===== src/rtl/txfs_pkg.sv =====
package txfs_pkg;

  typedef enum logic [1:0] {
    MODE_NORMAL  = 2'b00,
    MODE_STANDBY = 2'b01,
    MODE_OFF     = 2'b10
  } txfs_mode_e;

  // Priority: switch-off supply, then main-supply override, then request pin.
  function automatic txfs_mode_e pick_mode(input logic vio_off,
                                           input logic vmain_low,
                                           input logic stby_req);
    if (vio_off)                    return MODE_OFF;
    else if (vmain_low || stby_req) return MODE_STANDBY;
    else                            return MODE_NORMAL;
  endfunction

  // Driver may run only in normal mode with both fault latches clear.
  function automatic logic drive_ok(input txfs_mode_e mode,
                                    input logic tout,
                                    input logic therm);
    return (mode == MODE_NORMAL) && !tout && !therm;
  endfunction

endpackage


===== src/rtl/txfs_dom_watchdog.sv =====
module txfs_dom_watchdog #(
  parameter int DOM_TIMEOUT = 1000
) (
  input  logic clk,
  input  logic rst_n,
  input  logic tx_in,
  output logic to_latched
);
  localparam int CW = $clog2(DOM_TIMEOUT + 1);
  localparam logic [CW-1:0] LIMIT = CW'(DOM_TIMEOUT);

  logic [CW-1:0] low_cnt;
  logic          dom_expire;

  assign dom_expire = !tx_in && (low_cnt == LIMIT);

  always_ff @(posedge clk or negedge rst_n) begin
    if (!rst_n) begin
      low_cnt    <= '0;
      to_latched <= 1'b0;
    end else if (tx_in) begin
      low_cnt    <= '0;
      to_latched <= 1'b0;
    end else if (dom_expire) begin
      to_latched <= 1'b1;
    end else begin
      low_cnt <= low_cnt + 1'b1;
    end
  end
endmodule


===== src/rtl/txfs_thermal_latch.sv =====
module txfs_thermal_latch (
  input  logic clk,
  input  logic rst_n,
  input  logic overtemp,
  input  logic tx_in,
  output logic th_latched
);
  logic th_release;

  assign th_release = !overtemp && tx_in;

  always_ff @(posedge clk or negedge rst_n) begin
    if (!rst_n)          th_latched <= 1'b0;
    else if (overtemp)   th_latched <= 1'b1;
    else if (th_release) th_latched <= 1'b0;
  end
endmodule


===== src/rtl/txfs_mode_ctrl.sv =====
module txfs_mode_ctrl
  import txfs_pkg::*;
(
  input  logic       clk,
  input  logic       rst_n,
  input  logic       vio_off,
  input  logic       vmain_low,
  input  logic       stby_req,
  output txfs_mode_e mode_q
);
  txfs_mode_e mode_d;

  assign mode_d = pick_mode(vio_off, vmain_low, stby_req);

  always_ff @(posedge clk or negedge rst_n) begin
    if (!rst_n) mode_q <= MODE_STANDBY;
    else        mode_q <= mode_d;
  end
endmodule


===== src/rtl/txfs_supervisor.sv =====
module txfs_supervisor
  import txfs_pkg::*;
#(
  parameter int DOM_TIMEOUT = 1000
) (
  input  logic       clk,
  input  logic       rst_n,
  input  logic       tx_in,
  input  logic       stby_req,
  input  logic       vmain_low,
  input  logic       vio_off,
  input  logic       overtemp,
  output logic       drv_en,
  output logic [1:0] mode_out,
  output logic       tx_gated
);
  txfs_mode_e mode_q;
  logic       to_latched;
  logic       th_latched;

  txfs_mode_ctrl u_mode (
    .clk       (clk),
    .rst_n     (rst_n),
    .vio_off   (vio_off),
    .vmain_low (vmain_low),
    .stby_req  (stby_req),
    .mode_q    (mode_q)
  );

  txfs_dom_watchdog #(.DOM_TIMEOUT(DOM_TIMEOUT)) u_wdog (
    .clk        (clk),
    .rst_n      (rst_n),
    .tx_in      (tx_in),
    .to_latched (to_latched)
  );

  txfs_thermal_latch u_therm (
    .clk        (clk),
    .rst_n      (rst_n),
    .overtemp   (overtemp),
    .tx_in      (tx_in),
    .th_latched (th_latched)
  );

  assign drv_en   = drive_ok(mode_q, to_latched, th_latched);
  assign mode_out = mode_q;
  assign tx_gated = drv_en ? tx_in : 1'b1;
endmodule


===== config.mk =====
export PLATFORM = sky130hd
export DESIGN_NAME = txfs_supervisor
export DESIGN_NICKNAME = d
export VERILOG_FILES = /design/src/rtl/txfs_pkg.sv /design/src/rtl/txfs_dom_watchdog.sv /design/src/rtl/txfs_thermal_latch.sv /design/src/rtl/txfs_mode_ctrl.sv /design/src/rtl/txfs_supervisor.sv
export SDC_FILE = /design/constraint.sdc
export NUM_CORES = 1
export LEC_CHECK = 0
export ABC_AREA = 1
export BUFFER_PORTS_ARGS = -buffer_cell sky130_fd_sc_hd__buf_4
export CAP_MARGIN = 0
export CORE_MARGIN = 3
export CORE_UTILIZATION = 48
export DETAILED_ROUTE_END_ITERATION = 8
export PLACE_DENSITY_LB_ADDON = 0.2
export SLEW_MARGIN = 20
export SYNTH_ARGS = -nofsm -noshare
export SYNTH_HDL_FRONTEND = slang
export SYNTH_HIERARCHICAL = 1
export SYNTH_SLANG_ARGS = --single-unit

===== constraint.sdc =====
create_clock -name clk -period 1.24 [get_ports clk]
set_clock_uncertainty 0.05 [all_clocks]
set_input_delay 0.124 -clock clk [delete_from_list [all_inputs] [get_ports clk]]
set_output_delay 0.124 -clock clk [all_outputs]
set_load 0.01 [all_outputs]

* After elaboration in Yosys (flattened, before gate mapping)
Index checks and enable logic that the tools add are counted.
** Operators by class
- $add $sub $neg :: 1
- Equal/unequal tests :: 2
- Muxes and demuxes :: 9
- Reduce and logical (&&, ||, !) cells :: 12
** Operator list (count)
- 10-bit 2-to-1 mux :: 2
- 10-bit by 1-bit adder with 10-bit output (second input constant) :: 1
- 10-bit equality test (second input constant) :: 1
- 1-bit 2-to-1 mux :: 6
- 1-bit logical AND :: 4
- 1-bit zero test :: 4
- 2-bit nonzero test :: 2
- 2-bit zero test :: 1
- 2-bit 2-to-1 mux :: 1
- 2-bit inequality test (second input constant) :: 1
- 1-bit logical OR :: 1
** Storage, ports and cells
- Bits in registers :: 14
- Input bits :: 7
- Output and inout bits :: 4
- Word-level logic and storage cells :: 28

* Depth between registers and ports, before layout
Gate-level depths: netlist (run 1).
- Depth after elaboration :: 4
- Gate-level depth with buffers :: 8
- Gate-level depth less buffers :: 8

* Modules after synthesis
Netlist (run 1), hierarchy kept.
** Modules (own cells, without submodules)
- txfs_dom_watchdog :: instances 1, cells each 80, area each 626.9 sq um, seq. area each 275.3 sq um
- txfs_mode_ctrl :: instances 1, cells each 4, area each 58.8 sq um, seq. area each 51.3 sq um
- txfs_supervisor :: instances 1, cells each 9, area each 40.0 sq um, seq. area each 0.0 sq um
- txfs_thermal_latch :: instances 1, cells each 5, area each 40.0 sq um, seq. area each 25.0 sq um

* Worst setup path after synthesis (run 1)
OpenSTA, ideal clock, no wires.
- Kind :: register to register
- Start point :: register u_wdog.low_cnt[0]
- End point :: register u_wdog.low_cnt[6]
- Setup time :: 119 ps
- Arrival time :: 1093 ps
- Required time :: 1071 ps
- Path slack :: -22 ps
- Stages on the path, launching flop included :: 7
- Buffers on the path :: 0
- Clock period less this slack :: 1262 ps
- Cells stage by stage :: dfrtp_1 > ha_1 > nand3_1 > nor2_1 > nand3_1 > nand2_1 > nor2_1
** Between the ends
- Word-level cells in the longest chain between the ends :: 3
- Elaborated cells on any way between the ends :: 6
- Classes of those cells :: add/sub: 1; eq/ne: 2; mux: 2; reduce/logical: 1
** RTL lines
- start: declaration :: RTL line txfs_dom_watchdog.sv:12 : logic [CW-1:0] low_cnt;
- start signal: assignment :: RTL line txfs_dom_watchdog.sv:27 : low_cnt <= low_cnt + 1'b1;
- 10-bit by 1-bit adder with 10-bit output or 10-bit equality test (tied branches) :: RTL line txfs_dom_watchdog.sv:27, txfs_dom_watchdog.sv:15
- 10-bit 2-to-1 mux or 1-bit logical AND (tied branches) :: RTL line txfs_dom_watchdog.sv:24, txfs_dom_watchdog.sv:15
- 10-bit 2-to-1 mux or 2-bit inequality test (tied branches)
Several ways; a longest one is shown, not always the timed one. The select of a mux whose other input is x is not followed.
A chain may end at the register's enable or synchronous reset.

* Final worst setup path (run 1)
- Start point :: register u_mode.mode_q[0]
- End point :: output drv_en
** Between the ends
- Word-level cells in the longest chain between the ends :: 3
** RTL lines
- start: declaration :: RTL line txfs_mode_ctrl.sv:9 : output txfs_mode_e mode_q
- start signal: assignment :: RTL line txfs_mode_ctrl.sv:17 : else mode_q <= mode_d;
- 2-bit zero test :: RTL line txfs_pkg.sv:22 : return (mode == MODE_NORMAL) && !tout && !therm;
- 1-bit logical AND (2 in a row) :: RTL line txfs_pkg.sv:22
- end: declaration :: RTL line txfs_supervisor.sv:13 : output logic drv_en,
Every way passes these cells.

==> metrics, run 1 <==
status finished with violations; failing checks negative setup slack; GPL Wtd Cong 0.838; Crit. Startpoint u_mode/mode_q[0]; max-slew violations 0; TritonCTS buffer count 3; DRC 0; Hold Fails Final Rpt 0; Placed Area 883 µm²; Finished Core Util 0.762; share of cells above drive strength 1 0.365; Clock Power Share 0.305; layout filler cell count 96; Synth Warn # 6; largest net degree at the start of global routing 15; Max stage delay on crit path 560 ps; Worst Setup Start Kind flip-flop; multiplexer share of the synthesized area 0; total track usage 0.201; Seq cells post-synth 14; Reg clk slew, reported paths 90 ps; Setup-failing EPs final 2; CP Data Required Time 1070 ps; Crit. End Element output pin; area share of fa/ha/maj cells after synthesis 0.0327; Initial Util 0.547; grt met2 use 0.308; IO Pins 11; Crit path max-delay family flip-flops; Mapped Cells 98; DR vias/cell 5.04; Synth Cell Area 766 µm²; DIE AREA 2110 µm²; relative slew slack 0.804; r2r setup slk 0 ps; reg2reg end u_wdog/low_cnt[6]; Die Wd 45.9 µm; Lkg Pwr 0.495 nW; switching share of power 0.261; DRT Wirelength 1810 µm; post-route cell area 1070 µm²; fin worst setup slack -34.4 ps; # H-tree levels 1; vias in the first global route 652; largest cells by area after synthesis dfrtp_1, nand2_1, inv_1, nand3_1, nor2_1; Synth Area in Compound Gates 0.0490; Clk Latency, worst-skew pair 290 ps; n_diodes 0; Unique masters post-synth 19; PwrDens 855 nW/µm²; global-route wire length before repair 2910 µm; CTS tree done; WP buf/inv 2; first-iteration detailed-routing DRC count 8; P_sw 0.238 mW; Die Y-Extent 45.9 µm; part of the power in registers 0.534; critical path depth in cells 4; final period utilization 1.03; initial antenna violation count 0; peak supply drop 794 µV; sequential-to-total area share from yosys stat 0.459; Slowest cell on crit path dfstp_2; r2r worst-path depth 6; P_int 0.673 mW; CP endpoint drv_en; largest family of logic cells by synthesized area simple AND/OR/NAND/NOR gates; cell taking the most area after synthesis dfrtp_1; core area 1400 µm²; met1 GRT Util 0.245; GRT overflow 0; Mean Syn Cell Area 7.81 µm²; crit-path max FO 3; busiest grt layer met2; fin crit period 1270 ps; IO Port Bufs 10; crit path cell chain inv_2 > nand2_2 > nor2_2 > buf_4; clk sinks 14; First-pass DRT Iterations 4; met3 usage 0.0593; RSZ-0062 raised after global routing true; area grow syn2layout 39.2%; Post-Synth XOR/XNOR Area 0.0114; Syn Nets 107; Clock Tree Root clkbuf_4; Final ANT Viol Nets 0; worst-margin pin slew 293 ps; crit path kind flip-flop to output pin; Hold WC Path Type input port to flip-flop; top-area cell type share of the netlist area 0.425; post-synthesis simple-gate area fraction 0.359; Final HPWL DP 1140 µm; Wirelength per Cell 12.8 µm; fmax 0.785 GHz; Placement Rows 13; Bufs on Longest Clock Path 2; max-cap check violation count 0; final net count 136; vias after detailed routing 711; Logic pwr share 0.161; RR Startpoint u_wdog/low_cnt[1]; Critical Path AT 1100 ps
[logic make-up (layout without fill, tap and decap cells)]
group	after synthesis	count (layout)
XOR/XNOR	1	1
buffers and inverters	18	46
adder cells (fa/ha/maj)	2	2
AO/OA/AOI/OAI	7	7
flip-flops	14	14
AND/OR/NAND/NOR	56	56
[state kept, by name, summed over array words and instances, names as in the netlist]
signal              cells
u_therm/th_latched      1
u_mode/mode_q           2
u_wdog/low_cnt         10
u_wdog/to_latched       1
[area by class of cell]
class / instances / area, µm² / share of cell area
sequential: 14 / 353 / 0.331
timing repair buffer: 24 / 201 / 0.189
clock buffer: 4 / 26.3 / 0.0246
inverter: 18 / 67.6 / 0.0634
multi-input combinational: 66 / 399 / 0.374
tap: 15 / 18.8 / 0.0176
[synthesized netlist by cell type (all sizes together)]
cell type	n
a21oi	5
dfrtp	13
dfstp	1
ha	2
inv	18
nand2	22
nand3	11
nand4	2
nor2	19
nor3	1
nor3b	1
o21ai	1
o21bai	1
xnor2	1
[layer usage]
layer | share of wire | vias to the layer above
li1 | - | 359
met1 | 0.44 | 335
met2 | 0.50 | 12
met3 | 0.040 | 5
met4 | 0.022 | 0
met5 | 0 | -
[how the worst min path moves through the flow]
stage	from	endpoint	slack, ps	cells after the start
floorplan	rst_n	u_mode/mode_q[1]	-220	0
global route	tx_in	u_therm/th_latched	110	4
detailed placement	rst_n	u_wdog/low_cnt[6]	-70	1
finish	tx_in	u_therm/th_latched	110	4
CTS	tx_in	u_therm/th_latched	40	4
global placement	rst_n	u_wdog/low_cnt[6]	-70	1
[power groups by stage]
stage	clock (mW)	sequential (mW)	combinational [mW]
floorplan	0	0.496	0.0399
global placement	0	0.493	0.0949
detailed placement	0	0.495	0.0967
CTS	0.293	0.485	0.120
global route	0.300	0.489	0.163
finish	0.278	0.487	0.147
[tightest hold or removal path: cells and delay by family]
family                 cells  cell delay, ps
buffers and inverters      2             150
and+or+nand+nor            2             130
[placed cells by master, fill, tap and decap left out, types with 4 or more instances in the layout]
cell type | synthesis | routed
nor2_1 | 13 | 11
buf_4 | 0 | 16
dfrtp_1 | 13 | 12
nand2_1 | 22 | 20
dlygate4sd3_1 | 0 | 7
nor2_2 | 3 | 4
inv_2 | 4 | 7
inv_1 | 14 | 11
nor2_4 | 3 | 4
a21oi_1 | 5 | 5
nand3_1 | 10 | 7
[per-stage QoR]
stage	std cells	setup TNS [ps]	power (mW)	hold WS [ps]	setup slack [ps]
4_1_cts	138	-81.6	0.897	39.5	-48.3
3_3_place_gp	126	0	0.588	-69.0	31.0
2_1_floorplan	98	0	0.536	-222	28.0
5_1_grt	141	-507	0.952	112	-95.8
3_5_place_dp	126	-50.2	0.591	-68.3	-47.2
6_report	141	-34.7	0.911	109	-34.4
[repair_timing]
item | 4_1_cts | 5_1_grt
hold endpoints to repair | 19 | 0
resized for setup | 3 | 13
setup buffers | 1 | 3
hold buffers | 7 | 0
pin swaps | 3 | 9
endpoints found under the setup margin | 5 | 9
gates cloned | 0 | 0
Power figures use the tool's default switching activity.
==> run 2, diff against run 1 <==
--- a/config.mk
+++ b/config.mk
@@ -11,7 +11,7 @@
 export CORE_MARGIN = 3
 export CORE_UTILIZATION = 48
 export DETAILED_ROUTE_END_ITERATION = 8
-export PLACE_DENSITY_LB_ADDON = 0.2
+export PLACE_DENSITY = 0.82
 export SLEW_MARGIN = 20
 export SYNTH_ARGS = -nofsm -noshare
 export SYNTH_HDL_FRONTEND = slang
==> run 2 against run 1 <==
Net effect: the run still ends with negative setup slack left; first-iteration DRC count grew to 4.4 times the previous value; flip-flop and latch count unchanged; register-to-register slack worse by 20 ps; setup slack gained 6.3 ps; total power is 4.4% higher; fmax increased by 0.50%; critical path type unchanged.
==> metrics, run 2 (synthesis gave the netlist of run 1 again) <==
post-route cell area 1040 µm²; fmax 0.789 GHz; n_diodes 0; Bufs on Longest Clock Path 2; vias in the first global route 668; Reg clk slew, reported paths 90 ps; IO Port Bufs 10; PwrDens 919 nW/µm²; Wirelength per Cell 13.9 µm; crit-path max FO 3; Die Wd 45.9 µm; max-slew violations 0; clk sinks 14; worst-margin pin slew 320 ps; Clk Latency, worst-skew pair 280 ps; crit path kind flip-flop to output pin; Hold Fails Final Rpt 0; RSZ-0062 raised after global routing true; vias after detailed routing 738; Placed Area 876 µm²; largest net degree at the start of global routing 15; crit path cell chain inv_1 > nand2_1 > nor2_2 > buf_4; total track usage 0.179; DRT Wirelength 1870 µm; max-cap check violation count 0; Hold WC Path Type input port to flip-flop; Largest regs u_wdog/low_cnt: 10 flops, u_mode/mode_q: 2 flops; Clock Tree Root clkbuf_4; Crit path max-delay family flip-flops; Worst Setup Start Kind flip-flop; failing checks negative setup slack; final net count 129; initial antenna violation count 0; # H-tree levels 1; CP Data Required Time 1070 ps; Final ANT Viol Nets 0; Die Y-Extent 45.9 µm; share of cells above drive strength 1 0.395; Hold Path Origin vmain_low; core area 1400 µm²; final period utilization 1.02; Critical Path AT 1090 ps; GPL Wtd Cong 0.833; Lkg Pwr 0.486 nW; max reg flops 10; peak supply drop 938 µV; first-iteration detailed-routing DRC count 35; area grow syn2layout 35.3%; CTS tree done; IO Pins 11; fin crit period 1270 ps; Slowest cell on crit path dfstp_2; Final HPWL DP 1190 µm; Setup-failing EPs final 4; DRC 0; most common cell after layout, fill and taps aside nand2_1; Crit. End Element output pin; global-route wire length before repair 2660 µm; Placement Rows 13; status finished with violations; TritonCTS buffer count 3; DIE AREA 2110 µm²; Crit. Startpoint u_mode/mode_q[0]; First-pass DRT Iterations 4; Power, Total 0.952 mW; register with the most flip-flops u_wdog/low_cnt; pre-CTS setup slack -14.6 ps; RR Startpoint u_wdog/low_cnt[0]; smallest hold slack 9.96 ps; commonest cells after routing, fill and taps aside nand2_1, buf_4, inv_1; fin worst setup slack -28.1 ps; Max stage delay on crit path 550 ps; GRT overflow 0; WP buf/inv 2; DR vias/cell 5.51; relative slew slack 0.786; Initial Util 0.547
## run 2: cell types whose count changed in the layout (fill, tap and decap cells not counted), moves of 2 or more
cell and delta:
dlygate4sd3_1 -4, dfrtp_2 +2, dfrtp_1 -2, buf_4 -3
## run 2: power by group
| group | switching, mW | internal, mW |
|---|---|---|
| Sequential | 0.0156 | 0.473 |
| Clock | 0.158 | 0.179 |
| Combinational | 0.0660 | 0.0609 |
## run 2: cell type report
class | instances | area, µm²
Multi-Input combinational cell | 66 | 419
Fill cell | 115 | 363
Sequential cell | 14 | 355
Timing Repair Buffer | 17 | 139
Inverter | 18 | 67.6
Clock buffer | 4 | 36.3
Tap cell | 15 | 18.8
## run 2: per-stage QoR
step           utilization  instances  setup TNS, ps
4_1_cts              0.684        133          -39.8
6_report             0.741        134          -67.1
5_1_grt              0.741        134           -483
3_5_place_dp         0.626        125          -23.9
2_1_floorplan            -         98              0
3_3_place_gp         0.626        125              0
## run 2: routing by layer
| metal | GRT usage | up-vias | wire length, µm |
|---|---|---|---|
| met5 | 0 | - | 0 |
| met4 | 0.0909 | 0 | 19 |
| met3 | 0.0514 | 4 | 102 |
| met2 | 0.294 | 31 | 963 |
| met1 | 0.209 | 357 | 781 |
| li1 | - | 346 | - |
## run 2: worst min-delay path: cells and delay by family
family | cells | cell delay (ps)
AND/OR/NAND/NOR | 2 | 100
buffers and inverters | 1 | 80
## run 2: worst paths after layout
path,end,slack [ps],cells past startpoint
worst min register to register,u_therm/th_latched,450,2
max in group asynchronous,u_mode/mode_q[0],740,2
worst max register to register,u_wdog/low_cnt[0],-20,8
min in group asynchronous,u_wdog/low_cnt[5],170,2
worst min-delay path,u_mode/mode_q[0],10,3
worst max-delay path,drv_en,-30,4
## run 2: timing repair
item,CTS,global route
gates resized for setup,3,17
pin swaps,3,5
setup endpoints to repair,4,9
hold buffers,3,0
setup buffers,1,1
endpoints found under the hold margin,17,0
